===== src/rtl/sgm_pkg.sv =====
// Shared constants, descriptor layout and the held-fragment type for the
// scatter-gather merge engine. The layout is fixed by the descriptor format.
package sgm_pkg;
    localparam int DESC_W      = 128;
    localparam int ADDR_W      = 64;
    localparam int CNT_W       = 24;
    localparam int LEN_W       = CNT_W + 1;
    localparam int FLAG_W      = 8;
    localparam int TAG_W       = 16;
    localparam int ATTR_W      = 4;
    localparam int ADDR_LSB    = 0;
    localparam int CNT_LSB     = ADDR_LSB + ADDR_W;
    localparam int FLAG_LSB    = CNT_LSB + CNT_W;
    localparam int HDL_LSB     = FLAG_LSB + FLAG_W;
    localparam int UID_LSB     = HDL_LSB + TAG_W;
    localparam int FLG_SIDE    = 0;
    localparam int FLG_MARK    = 1;   // end of packet (source) / skip (destination)
    localparam int FLG_IRQ     = 2;
    localparam int FLG_ATTR    = 4;

    typedef struct packed {
        logic [ADDR_W-1:0] addr;
        logic [LEN_W-1:0]  rem;
        logic [FLAG_W-1:0] flags;
        logic [TAG_W-1:0]  handle;
        logic [TAG_W-1:0]  uid;
    } frag_t;

    // A zero count field stands for the largest length, 2^CNT_W.
    function automatic logic [LEN_W-1:0] decode_len(input logic [CNT_W-1:0] cnt);
        return (cnt == '0) ? (LEN_W'(1) << CNT_W) : {1'b0, cnt};
    endfunction
endpackage


===== src/rtl/sgm_frag_slot.sv =====
// Holds one descriptor of one side and walks through it.
// Assumes: take only while held; finish asserted with take when the element is
// exhausted or must be abandoned. Accepts a new element only when empty.
module sgm_frag_slot
    import sgm_pkg::*;
(
    input  logic              clk,
    input  logic              rst_n,
    input  logic              in_valid,
    output logic              in_ready,
    input  logic [DESC_W-1:0] in_desc,
    input  logic              take,
    input  logic [LEN_W-1:0]  take_len,
    input  logic              finish,
    output logic              held,
    output frag_t             frag
);
    frag_t cur;
    logic  loaded;

    assign in_ready = !loaded;
    assign held     = loaded;
    assign frag     = cur;

    // Load a fresh element when empty, otherwise advance it by each accepted segment.
    always_ff @(posedge clk) begin
        if (!rst_n) begin
            loaded <= 1'b0;
            cur    <= '0;
        end else if (in_valid && !loaded) begin
            loaded     <= 1'b1;
            cur.addr   <= in_desc[ADDR_LSB +: ADDR_W];
            cur.rem    <= decode_len(in_desc[CNT_LSB +: CNT_W]);
            cur.flags  <= in_desc[FLAG_LSB +: FLAG_W];
            cur.handle <= in_desc[HDL_LSB +: TAG_W];
            cur.uid    <= in_desc[UID_LSB +: TAG_W];
        end else if (take && loaded) begin
            cur.addr <= cur.addr + ADDR_W'(take_len);
            cur.rem  <= cur.rem - take_len;
            if (finish) begin
                loaded <= 1'b0;
            end
        end
    end
endmodule


===== src/rtl/sgm_seg_split.sv =====
// Combinational segment sizing: picks the shorter remaining length and decides
// which side is used up, whether the packet ends, and whether the destination
// element is abandoned. Assumes both remaining counts are non-zero when used.
module sgm_seg_split
    import sgm_pkg::*;
(
    input  logic [LEN_W-1:0] src_rem,
    input  logic [LEN_W-1:0] dst_rem,
    input  logic             src_eop,
    input  logic             dst_skip,
    output logic [LEN_W-1:0] len,
    output logic             src_done,
    output logic             dst_done,
    output logic             last
);
    logic src_shorter;
    logic dst_shorter;

    // Size the segment and mark the sides it finishes.
    always_comb begin
        src_shorter = (src_rem <= dst_rem);
        dst_shorter = (dst_rem <= src_rem);
        len         = src_shorter ? src_rem : dst_rem;
        src_done    = src_shorter;
        last        = src_shorter && src_eop;
        dst_done    = dst_shorter || (last && dst_skip);
    end
endmodule


===== src/rtl/sgm_cpl_track.sv =====
// Sums the bytes of the current packet and registers the completion record in
// the cycle after the packet's final segment is accepted.
// Assumes fire is the segment handshake and last marks the packet end.
module sgm_cpl_track
    import sgm_pkg::*;
#(
    parameter int PKT_CNT_W = 27
) (
    input  logic                 clk,
    input  logic                 rst_n,
    input  logic                 fire,
    input  logic                 last,
    input  logic [LEN_W-1:0]     len,
    input  logic [TAG_W-1:0]     src_uid,
    input  logic [TAG_W-1:0]     src_handle,
    input  logic [TAG_W-1:0]     dst_handle,
    input  logic                 irq,
    output logic                 cpl_valid,
    output logic [TAG_W-1:0]     cpl_user_id,
    output logic [TAG_W-1:0]     cpl_src_handle,
    output logic [TAG_W-1:0]     cpl_dst_handle,
    output logic                 cpl_irq,
    output logic [PKT_CNT_W-1:0] cpl_bytes
);
    logic [PKT_CNT_W-1:0] acc;
    logic [PKT_CNT_W-1:0] total;

    assign total = acc + PKT_CNT_W'(len);

    // Accumulate packet bytes, restarting after each packet end.
    always_ff @(posedge clk) begin
        if (!rst_n) begin
            acc <= '0;
        end else if (fire) begin
            acc <= last ? '0 : total;
        end
    end

    // Capture the completion record on the final segment; pulse valid once.
    always_ff @(posedge clk) begin
        if (!rst_n) begin
            cpl_valid      <= 1'b0;
            cpl_user_id    <= '0;
            cpl_src_handle <= '0;
            cpl_dst_handle <= '0;
            cpl_irq        <= 1'b0;
            cpl_bytes      <= '0;
        end else begin
            cpl_valid <= fire && last;
            if (fire && last) begin
                cpl_user_id    <= src_uid;
                cpl_src_handle <= src_handle;
                cpl_dst_handle <= dst_handle;
                cpl_irq        <= irq;
                cpl_bytes      <= total;
            end
        end
    end
endmodule


===== src/rtl/sg_merge_engine.sv =====
// Top of the scatter-gather merge engine. Holds one source and one destination
// element, issues segments of the shorter remaining length, and reports each
// finished packet. Assumes seg_ready follows valid/ready rules.
module sg_merge_engine
    import sgm_pkg::*;
#(
    parameter int PKT_CNT_W = 27
) (
    input  logic                 clk,
    input  logic                 rst_n,
    input  logic                 src_valid,
    output logic                 src_ready,
    input  logic [DESC_W-1:0]    src_desc,
    input  logic                 dst_valid,
    output logic                 dst_ready,
    input  logic [DESC_W-1:0]    dst_desc,
    output logic                 seg_valid,
    input  logic                 seg_ready,
    output logic [ADDR_W-1:0]    seg_src_addr,
    output logic [ADDR_W-1:0]    seg_dst_addr,
    output logic [LEN_W-1:0]     seg_len,
    output logic [ATTR_W-1:0]    seg_src_attr,
    output logic [ATTR_W-1:0]    seg_dst_attr,
    output logic                 seg_src_axi,
    output logic                 seg_dst_axi,
    output logic                 seg_last,
    output logic                 cpl_valid,
    output logic [TAG_W-1:0]     cpl_user_id,
    output logic [TAG_W-1:0]     cpl_src_handle,
    output logic [TAG_W-1:0]     cpl_dst_handle,
    output logic                 cpl_irq,
    output logic [PKT_CNT_W-1:0] cpl_bytes
);
    frag_t            s_frag;
    frag_t            d_frag;
    logic             s_held;
    logic             d_held;
    logic             fire;
    logic             s_done;
    logic             d_done;
    logic [LEN_W-1:0] len;
    logic             last;
    logic             unused_bits;

    assign seg_valid = s_held && d_held;
    assign fire      = seg_valid && seg_ready;

    sgm_frag_slot u_src_slot (
        .clk      (clk),
        .rst_n    (rst_n),
        .in_valid (src_valid),
        .in_ready (src_ready),
        .in_desc  (src_desc),
        .take     (fire),
        .take_len (len),
        .finish   (s_done),
        .held     (s_held),
        .frag     (s_frag)
    );

    sgm_frag_slot u_dst_slot (
        .clk      (clk),
        .rst_n    (rst_n),
        .in_valid (dst_valid),
        .in_ready (dst_ready),
        .in_desc  (dst_desc),
        .take     (fire),
        .take_len (len),
        .finish   (d_done),
        .held     (d_held),
        .frag     (d_frag)
    );

    sgm_seg_split u_split (
        .src_rem  (s_frag.rem),
        .dst_rem  (d_frag.rem),
        .src_eop  (s_frag.flags[FLG_MARK]),
        .dst_skip (d_frag.flags[FLG_MARK]),
        .len      (len),
        .src_done (s_done),
        .dst_done (d_done),
        .last     (last)
    );

    sgm_cpl_track #(.PKT_CNT_W(PKT_CNT_W)) u_cpl (
        .clk            (clk),
        .rst_n          (rst_n),
        .fire           (fire),
        .last           (last),
        .len            (len),
        .src_uid        (s_frag.uid),
        .src_handle     (s_frag.handle),
        .dst_handle     (d_frag.handle),
        .irq            (s_frag.flags[FLG_IRQ]),
        .cpl_valid      (cpl_valid),
        .cpl_user_id    (cpl_user_id),
        .cpl_src_handle (cpl_src_handle),
        .cpl_dst_handle (cpl_dst_handle),
        .cpl_irq        (cpl_irq),
        .cpl_bytes      (cpl_bytes)
    );

    assign seg_src_addr = s_frag.addr;
    assign seg_dst_addr = d_frag.addr;
    assign seg_len      = len;
    assign seg_src_attr = s_frag.flags[FLG_ATTR +: ATTR_W];
    assign seg_dst_attr = d_frag.flags[FLG_ATTR +: ATTR_W];
    assign seg_src_axi  = s_frag.flags[FLG_SIDE];
    assign seg_dst_axi  = d_frag.flags[FLG_SIDE];
    assign seg_last     = last;

    // Reserved flag bits and the destination's tag field carry no function here.
    assign unused_bits = ^{s_frag.flags[3], d_frag.flags[3:2], d_frag.uid};
endmodule


===== config.mk =====
export PLATFORM = sky130hd
export DESIGN_NAME = sg_merge_engine
export DESIGN_NICKNAME = d
export VERILOG_FILES = /design/src/rtl/sgm_pkg.sv /design/src/rtl/sgm_frag_slot.sv /design/src/rtl/sgm_seg_split.sv /design/src/rtl/sgm_cpl_track.sv /design/src/rtl/sg_merge_engine.sv
export SDC_FILE = /design/constraint.sdc
export NUM_CORES = 1
export LEC_CHECK = 0
export ABC_CLOCK_PERIOD_IN_PS = 5500
export BUFFER_PORTS_ARGS = -buffer_cell sky130_fd_sc_hd__buf_2
export CAP_MARGIN = 25
export CORE_ASPECT_RATIO = 1.25
export CORE_MARGIN = 10
export CORE_UTILIZATION = 56
export DETAILED_ROUTE_END_ITERATION = 8
export PLACE_DENSITY = 0.81
export SLEW_MARGIN = 15
export SYNTH_ARGS = -nofsm -noshare
export SYNTH_HDL_FRONTEND = slang
export SYNTH_SLANG_ARGS = --single-unit

===== constraint.sdc =====
create_clock -name clk -period 5.5 [get_ports clk]
set_clock_uncertainty 0.05 [all_clocks]
set_input_delay 1.1 -clock clk [delete_from_list [all_inputs] [get_ports clk]]
set_output_delay 1.1 -clock clk [all_outputs]
set_load 0.005 [all_outputs]

==> flow_summary.yaml <==
critical_path:
  end_kind: "flip-flop"
  critPathMaxStageDelay_ns: 0.40
  crit_slowest_cell: "fa_1"
  reg2reg_to: "u_dst_slot.frag[103]"
  regToRegStartpoint: "u_src_slot.frag[64]"
  r2r_slack_ns: 0.32
  cp.required_ns: 5.93
  cp_cell_sequence: "inv_1, ha_1, a21oi_1, o21ai_0, a21oi_1, o21ai_1, a21oi_4, nand2_1, o21ai_1, buf_4, ha_1, inv_1, fa_1, nor2b_1, o31ai_1, a21oi_1, o21ai_0, buf_4, o21ai_2, a21oi_1, or3_1, or3_1, a31oi_1"
  cp_top_family: "compound AO/OA/AOI/OAI gates"
  crit_buf_inv: 4
  worst_ep_arrival_time_ns: 5.61
  startpoint_type: "flip-flop"
  worst-r2r-cell-count: 23
  crit_top_cell: "a21oi_1"
  crit_fanout: 8
  crit_type: "flip-flop to flip-flop"
drt:
  drc: 0
  drtAntennaViolNets: 0
  wirelength_um: 76600
  wl_per_cell_um: 20.4
  drt-initial-drc-count: 1460
  vias: 22900
  drt_pre_antenna_iters: 6
  vias_per_cell: 6.09
power_and_ir_drop:
  total_power_mw: 8.13
  cellLeakagePower_nw: 11.3
  powerDensity_nw_per_um2: 320
  irDropWorstVdd_mv: 0.262
place:
  port_buffers: 485
  hpwl_um: 58000
  dp_cells: 3676
  pre_cts_ws_ns: 0.0761
  place.gp.congestion: 0.954
yosys:
  synth_ff_type: "dfxtp_1"
  syn_avg_cell_area_um2: 7.57
  synth-edff-count: 0
  syn-cell-area_um2: 22200
  synth_nets: 3349
  synth_xor_area_share_pct: 4.85
  synth-simple-area-share_pct: 20.0
  ys_ff_latch: 345
  synth_compound_area_share_pct: 25.8
  seq_area_frac_synth_pct: 31.1
  synthDistinctLibCells: 78
  async_flop_share_pct: 0
  synth_warnings: 0
  muxShareOfSynthArea_pct: 0.468
  synth_fa_ha_area_share_pct: 8.79
  synthCells: 2935
  synth_top_family_by_area: "compound AO/OA/AOI/OAI gates"
timing:
  max_clock_freq_mhz: 193
  rsz0062_at_grt: "false"
  setup_viol: 0
  slew_headroom_pct: 36.7
  finalMaxSlewViolations: 0
  tightest_slew_ns: 0.948
  fin_crit_sh_pct: 94.2
  setup_tns_ns: 0
  final.min_clock_period_ns: 5.18
  hold_slack_ns: 0.400
  layout_setup_ws_ns: 0.318
  hold_viol: 0
die:
  fp.dieArea_um2: 48100
  pin_count: 505
  initial_core_util_pct: 56.8
  die_h_um: 243
  core_um2: 39100
  rows: 81
  die_x_um: 198
clocking:
  cts-htree-levels: 2
  clkSinkCount: 345
  path_clk_slew_ns: 0.06
  clock_latency_ns: 0.55
  cts_buffer_depth: 3
  cts_tree: "yes"
  cts_hold_buffers: 0
  root_buffer: "clkbuf_16"
  cts_inserted_buffers: 38
worst_hold_path:
  min_path_type: "flip-flop to flip-flop"
  min_to: "u_cpl.cpl_dst_handle[13]"
  hold_start: "u_dst_slot.frag[29]"
  min_path_cells: 2
grt:
  first_global_vias: 22300
  grt_first_pass_wirelength_um: 118000
  grt_max_degree: 150
  grt_antenna_before_repair: 16
  gr-total-overflow: 0
  track_usage_pct: 30.1
layout:
  fin_cells: 3759
  synthToLayoutAreaGrowth_pct: 14.5
  drive_above_1_share_pct: 19.6
  finalNetCount: 3635
status:
  outcome: "finished clean"
flow_run:
  drv_cap: 0
-- power by group --
group / internal, mW / switching, mW / leakage (nW)
clock network: 1.44 / 1.09 / 0.609
logic: 1.15 / 1.66 / 7.89
registers: 2.64 / 0.146 / 2.82
total: 5.24 / 2.89 / 11.3
-- cell families (layout without fill, tap and decap cells) --
group | Yosys count | in the layout
AOI/OAI and AO/OA | 920 | 920
xor gates and xnor gates | 123 | 123
adders and majority gates | 153 | 153
buffers and inverters | 391 | 706
DFF | 345 | 345
muxes | 10 | 10
other | 0 | 11
and+or+nand+nor | 993 | 993
-- Yosys cell counts (15+ instances only) --
cell type,instances,area (um^2)
nor3_1,53,265
ha_1,148,1850
and3_1,33,206
nand4_1,40,250
buf_1,19,71.3
nor2b_1,19,119
xor2_1,49,429
a31oi_1,43,269
o21a_1,23,173
inv_1,102,383
clkbuf_1,124,465
o21ai_0,149,746
nor2_1,186,698
dfxtp_1,345,6910
nand2b_1,20,125
a21o_1,79,593
nand3_1,76,380
a311oi_1,28,245
o21bai_1,20,150
a21oi_1,362,1810
nor4_1,24,150
buf_4,138,1040
nand2_1,480,1800
a22oi_1,46,345
and2_1,15,93.8
xnor2_1,74,648
o211ai_1,22,165
a211oi_1,34,255
-- layout by cell type, fill, tap and decap left out, types with 24 or more instances in the layout --
master	n
nor4_1	24
nor3_1	53
inv_1	101
nor2_1	184
a21o_1	79
buf_4	47
ha_1	148
and3_1	33
a31oi_1	42
a21oi_1	361
o21ai_0	146
a311oi_1	28
nand2_1	476
a22oi_1	46
nand3_1	76
nand4_1	40
dfxtp_1	345
xnor2_1	74
buf_2	485
a211oi_1	34
clkbuf_16	38
xor2_1	49
-- layer usage --
metal,GRT usage [%],share of wire (%),wire length [um]
met1,32.7,37,28400
met5,0,0.098,75
met3,7.66,8.1,6230
met4,16.6,5.7,4330
met2,52.3,49,37500
-- how the worst max path moves through the flow --
stage | from | to | slack, ns | cells past startpoint
after CTS | u_src_slot.frag[60] | u_dst_slot.frag[103] | 0.003 | 22
after floorplan | u_src_slot.frag[64] | u_src_slot.frag[113] | 0.56 | 20
after global routing | u_src_slot.frag[41] | u_dst_slot.frag[121] | 0.01 | 24
after global placement | u_src_slot.frag[60] | u_dst_slot.frag[103] | 0.24 | 22
after detailed placement | u_src_slot.frag[64] | u_dst_slot.frag[103] | 0.08 | 23
final | u_src_slot.frag[64] | u_dst_slot.frag[103] | 0.32 | 23
-- layout make-up --
type,count,area (um^2)
clock buffer,53,1090
tap,498,623
multi-input combinational,2199,13400
antenna,11,27.5
sequential,345,6910
timing repair buffer,535,2850
clock inverter,16,141
fill,3458,13700
inverter,102,390
-- worst register-to-register path: stages, from the launching register on --
cell,delay (ns)
dfxtp_1,0.38
inv_1,0.07
ha_1,0.33
a21oi_1,0.15
o21ai_0,0.18
a21oi_1,0.18
o21ai_1,0.18
a21oi_4,0.28
nand2_1,0.08
o21ai_1,0.13
buf_4,0.18
ha_1,0.19
inv_1,0.08
fa_1,0.40
nor2b_1,0.24
o31ai_1,0.14
a21oi_1,0.26
o21ai_0,0.13
buf_4,0.17
o21ai_2,0.27
a21oi_1,0.18
or3_1,0.39
or3_1,0.33
a31oi_1,0.16
-- metrics by stage --
stage          cell area [um^2]  utilization [%]
2_1_floorplan             22200                -
3_3_place_gp              24100             61.6
3_5_place_dp              24100             61.6
4_1_cts                   25300             64.7
5_1_grt                   25400             65.0
6_report                  25400             65.0
-- sequential cells by signal (all words and copies together), names as in the netlist, 16 cells and up --
name                  flops
u_cpl.acc                27
u_cpl.cpl_bytes          27
u_cpl.cpl_dst_handle     16
u_cpl.cpl_src_handle     16
u_cpl.cpl_user_id        16
u_dst_slot.frag         111
u_src_slot.frag         128
-- what timing repair did --
action                                  4_1_cts  5_1_grt
endpoints found under the hold margin         0        0
resized for setup                             0        9
endpoints found under the setup margin        0       57
buffers inserted                              0        2
Note: power is estimated with default switching activity, not from simulation.
